`config.mk`:
```
export PLATFORM = sky130hd
export DESIGN_NAME = digit_array_mult
export DESIGN_NICKNAME = d
export VERILOG_FILES = /design/src/rtl/digit_array_mult.sv
export SDC_FILE = /design/constraint.sdc
export NUM_CORES = 1
export LEC_CHECK = 0
export ABC_AREA = 1
export BUFFER_PORTS_ARGS = -buffer_cell sky130_fd_sc_hd__buf_2
export CAP_MARGIN = 15
export CORE_MARGIN = 2
export CORE_UTILIZATION = 56
export DETAILED_ROUTE_END_ITERATION = 16
export HOLD_SLACK_MARGIN = 0.06
export PLACE_DENSITY = 0.86
export SLEW_MARGIN = 40
export SYNTH_ARGS = -nofsm -noshare
export SYNTH_HDL_FRONTEND = slang
export SYNTH_SLANG_ARGS = --single-unit
```
`constraint.sdc`:
```
create_clock -name clk -period 3.2 [get_ports clk]
set_input_delay 0.96 -clock clk [delete_from_list [all_inputs] [get_ports clk]]
set_output_delay 0.96 -clock clk [all_outputs]
set_load 0.02 [all_outputs]
```
`src/rtl/digit_array_mult.sv`:
```
module digit_array_mult #(
  parameter int DIG  = 4,
  parameter int NDIG = 4
) (
  input  logic                    clk,
  input  logic                    rst_n,
  input  logic                    in_valid,
  input  logic [DIG*NDIG-1:0]     in_u,
  input  logic [DIG*NDIG-1:0]     in_v,
  output logic                    out_valid,
  output logic [2*DIG*NDIG-1:0]   out_w
);
  localparam int NW  = DIG * NDIG;
  localparam int PW  = 2 * NW;
  localparam int NST = 2 * NDIG;
  localparam int CW  = 2 * DIG;
  localparam int DW1 = DIG + 1;

  logic [NST-1:0] vld_q;
  logic [NW-1:0]  u_q  [NDIG-1];
  logic [PW-1:0]  x_q  [NST];
  logic [NW-1:0]  s_q  [NST-1];
  logic [NW-1:0]  c_q  [NST-1];
  logic           cy_q [NDIG];

  always_ff @(posedge clk or negedge rst_n) begin
    if (!rst_n) vld_q <= '0;
    else        vld_q <= {vld_q[NST-2:0], in_valid};
  end

  for (genvar t = 0; t < NDIG; t++) begin : g_row
    logic [NW-1:0] u_in, s_in, c_in, lo, hi;
    logic [PW-1:0] x_in;

    if (t == 0) begin : g_first
      assign u_in = in_u;
      assign x_in = {{NW{1'b0}}, in_v};
      assign s_in = '0;
      assign c_in = '0;
    end else begin : g_next
      assign u_in = u_q[t-1];
      assign x_in = x_q[t-1];
      assign s_in = s_q[t-1];
      assign c_in = c_q[t-1];
    end

    for (genvar j = 0; j < NDIG; j++) begin : g_cell
      logic [CW-1:0] acc;
      assign acc = CW'(u_in[j*DIG +: DIG]) * CW'(x_in[DIG-1:0])
                 + CW'(s_in[j*DIG +: DIG]) + CW'(c_in[j*DIG +: DIG]);
      assign lo[j*DIG +: DIG] = acc[DIG-1:0];
      assign hi[j*DIG +: DIG] = acc[CW-1:DIG];
    end

    always_ff @(posedge clk) begin
      x_q[t] <= {lo[DIG-1:0], x_in[PW-1:DIG]};
      s_q[t] <= {{DIG{1'b0}}, lo[NW-1:DIG]};
      c_q[t] <= hi;
    end

    if (t < NDIG-1) begin : g_fwd
      always_ff @(posedge clk) u_q[t] <= u_in;
    end
  end

  for (genvar k = 0; k < NDIG; k++) begin : g_fin
    localparam int T = NDIG + k;
    logic           cin_b;
    logic [DIG:0]   dsum;

    if (k == 0) begin : g_c0
      assign cin_b = 1'b0;
    end else begin : g_cn
      assign cin_b = cy_q[k-1];
    end

    assign dsum = DW1'(s_q[T-1][DIG-1:0]) + DW1'(c_q[T-1][DIG-1:0]) + DW1'(cin_b);

    always_ff @(posedge clk) begin
      x_q[T]  <= {dsum[DIG-1:0], x_q[T-1][PW-1:DIG]};
      cy_q[k] <= dsum[DIG];
    end

    if (k < NDIG-1) begin : g_pass
      always_ff @(posedge clk) begin
        s_q[T] <= s_q[T-1] >> DIG;
        c_q[T] <= c_q[T-1] >> DIG;
      end
    end
  end

  assign out_valid = vld_q[NST-1];
  assign out_w     = x_q[NST-1];
endmodule

```
==> results.py <==
metrics = {
    "pwr": {
        "p_leak_uw": 0.0118,
        "p_int_uw": 12300,
        "p_sw_share_pct": 34.5,
        "ir_drop_uv": 578,
        "pwr-share-clk_pct": 23.8,
        "p_sw_uw": 6460,
        "powerDensity_nw_per_um2": 903,
        "pwr-share-seq_pct": 37.5,
        "p_total_uw": 18700,
        "combPwrFrac_pct": 38.7,
    },
    "yosys": {
        "synth_nets": 2343,
        "seq_area_frac_synth_pct": 40.9,
        "synth-edff-count": 0,
        "synthCells": 1933,
        "synth-async-reset-ratio_pct": 2.13,
        "ys_types": 21,
        "synth_seq_cells": 375,
        "synth.area.top_cells": "dfxtp_1 40%, fa_1 16%, ha_1 15%",
        "avgSynthCellArea_um2": 9.55,
        "synth_top_cell_by_area": "dfxtp_1",
        "yosys_warnings": 0,
        "syn_area_um2": 18500,
        "ys_dominant_reg_cell": "dfxtp_1",
        "yosys.area.top_type_share_pct": 39.8,
    },
    "global_route": {
        "grt_pass1_vias": 12391,
        "antenna_found_initial": 0,
        "grt_overflow": 0,
        "grt_max_degree": 17,
        "grt_util_all_layers_pct": 19.1,
        "grt_pass1_wl_um": 54000,
    },
    "critical_path": {
        "cp.arrival_ns": 3.67,
        "startpoint_type": "flop",
        "path_class": "reg -> reg",
        "worst_ep_required_time_ns": 3.63,
        "cp_max_fo": 5,
        "cp-end-kind": "flop",
    },
    "final_layout": {
        "layout_commonest_cell": "inv_1",
        "utilization_pct": 63.8,
        "drive_above_1_share_pct": 10.3,
        "final_cell_mix": "503 x inv_1, 418 x nand2_1, 354 x dfxtp_1, 221 x ha_1, 145 x fa_1",
        "num-fill-cells": 2504,
        "syn2layout_area_growth_pct": 12.4,
        "regArea_um2": 7580,
        "multi_input_area_um2": 8680,
        "layout.nets": 2435,
        "diodes": 0,
    },
    "detailed_routing": {
        "wirelength_um": 30500,
        "via_count": 11623,
        "drt-pass1-iter-count": 5,
        "wire_per_inst_um": 12.2,
        "via_per_inst": 4.66,
        "drt-initial-drc-count": 568,
        "route.detailed.drc": 0,
        "ant_nets": 0,
    },
    "placed_design": {
        "gp_congestion": 0.863,
        "io_buffers": 67,
        "dpl.hpwl_um": 23800,
        "pre_cts_slack_ns": -0.102,
    },
    "sta": {
        "clock_skew_ns": 0.0206,
        "maxSlewHeadroom_pct": 76.9,
        "finalSetupViolations": 1,
        "worstMarginPinSlew_ns": 0.346,
        "slew_viol_final": 0,
        "finalHoldViolations": 0,
        "finalSetupTns_ns": -0.0372,
        "hold_slack_ns": 0.254,
        "finalCriticalPeriod_ns": 3.24,
        "fmax_mhz": 309,
        "layout_setup_ws_ns": -0.0372,
        "fin_crit_sh_pct": 101,
    },
    "floorplanning": {
        "start_util_pct": 56.8,
        "coreArea_um2": 32500,
        "rows": 66,
        "die_area_um2": 34400,
        "ios": 68,
        "die_w_um": 186,
        "fp.dieH_um": 186,
    },
    "clock_tree": {
        "cts.clk_slew.worst_paths_ns": 0.06,
        "cts_htree_levels": 2,
        "clock_path_buffers": 3,
        "worstSkewPairLatency_ns": 0.53,
        "tritoncts": "done",
        "root_buffer": "clkbuf_16",
        "numClockSinks": 375,
        "cts_buffers": 38,
    },
    "outcome": {
        "outcome": "complete, but fails checks",
        "violations": "setup timing",
    },
    "hold_path": {
        "min_path_type": "in -> async",
    },
    "run": {
        "maxCapViolations": 0,
    },
}
[synthesized netlist by cell type, drive strengths merged, types with 9 or more instances]
library cell and n:
inv 504, nand2 420, dfxtp 367, ha 225
fa 150, nand3 50, buf 48, a21oi 39
xor2 36, nor2 25, xnor2 20, clkbuf 16
nand3b 9, nand4 9
[layout make-up]
class / instances / area share (%)
clock buffers: 51 / 5.25
clock inverters: 16 / 1.01
inverters: 504 / 9.12
multi-input cells: 990 / 41.8
flip-flops and latches: 375 / 36.5
well taps: 442 / 2.66
repair buffers: 116 / 3.61
[worst max-delay path, stage by stage (launching register included)]
cell	delay, ns
dfxtp_1	0.43
nand2_1	0.10
fa_1	0.48
inv_1	0.04
ha_1	0.26
inv_1	0.04
fa_1	0.42
inv_1	0.06
ha_1	0.22
inv_1	0.09
fa_1	0.46
nand3b_1	0.18
nand2_1	0.11
xor2_1	0.23
[cells by family after synthesis]
group | after synthesis | share of synthesized area (%)
buf+inv | 568 | 12.4
simple gates | 517 | 11.4
flops | 375 | 40.9
compound gates | 42 | 1.17
xor+xnor | 56 | 2.66
fa+ha+maj | 375 | 31.5
[power groups by stage]
stage,clock network [µW],registers (µW),logic [µW]
after floorplan,0,6930,5580
after detailed placement,0,7140,7080
after global routing,4780,7210,8510
after CTS,4580,7060,7230
final,4460,7030,7250
after global placement,0,7090,6530
[sequential cells by signal, summed over array words and instances (netlist names)]
signal and count:
c_q 88, cy_q 3, s_q 60, u_q 48, vld_q 8, x_q 168
[final timing paths]
| check | start | endpoint | slack [ns] | cells past startpoint |
|---|---|---|---|---|
| max reg2reg | u_q[0][10] | c_q[1][10] | -0.04 | 13 |
| min reg2reg | x_q[1][19] | x_q[1][47] | 0.31 | 0 |
| max in group asynchronous | rst_n | vld_q[7] | 2.78 | 1 |
| max | u_q[0][10] | c_q[1][10] | -0.04 | 13 |
| min in group clk | x_q[1][19] | x_q[1][47] | 0.31 | 0 |
| min | rst_n | vld_q[0] | 0.25 | 1 |
[what timing repair did]
item | in CTS | in global routing
resized for setup | 8 | 29
endpoints found under the setup margin | 14 | 24
hold buffers | 0 | 0
setup buffers | 0 | 1
pin swaps | 0 | 13
[per-layer routing]
layer  share of wire (%)  track usage (%)  up-vias  wire length, µm
li1                    -                -     5812                -
met2                  51             35.4      257            15600
met3                 4.2             2.86       80             1270
met1                  42             22.1     5474            12700
met4                 3.1             7.24        0              932
met5                   0                0        -                0
[per-stage QoR]
step	cells	instance area, µm²
after CTS	2493	20700
after detailed placement	2426	19400
final	2494	20800
after global placement	2426	19400
after floorplan	1933	18500
after global routing	2494	20800
(Power assumes the default switching activity.)
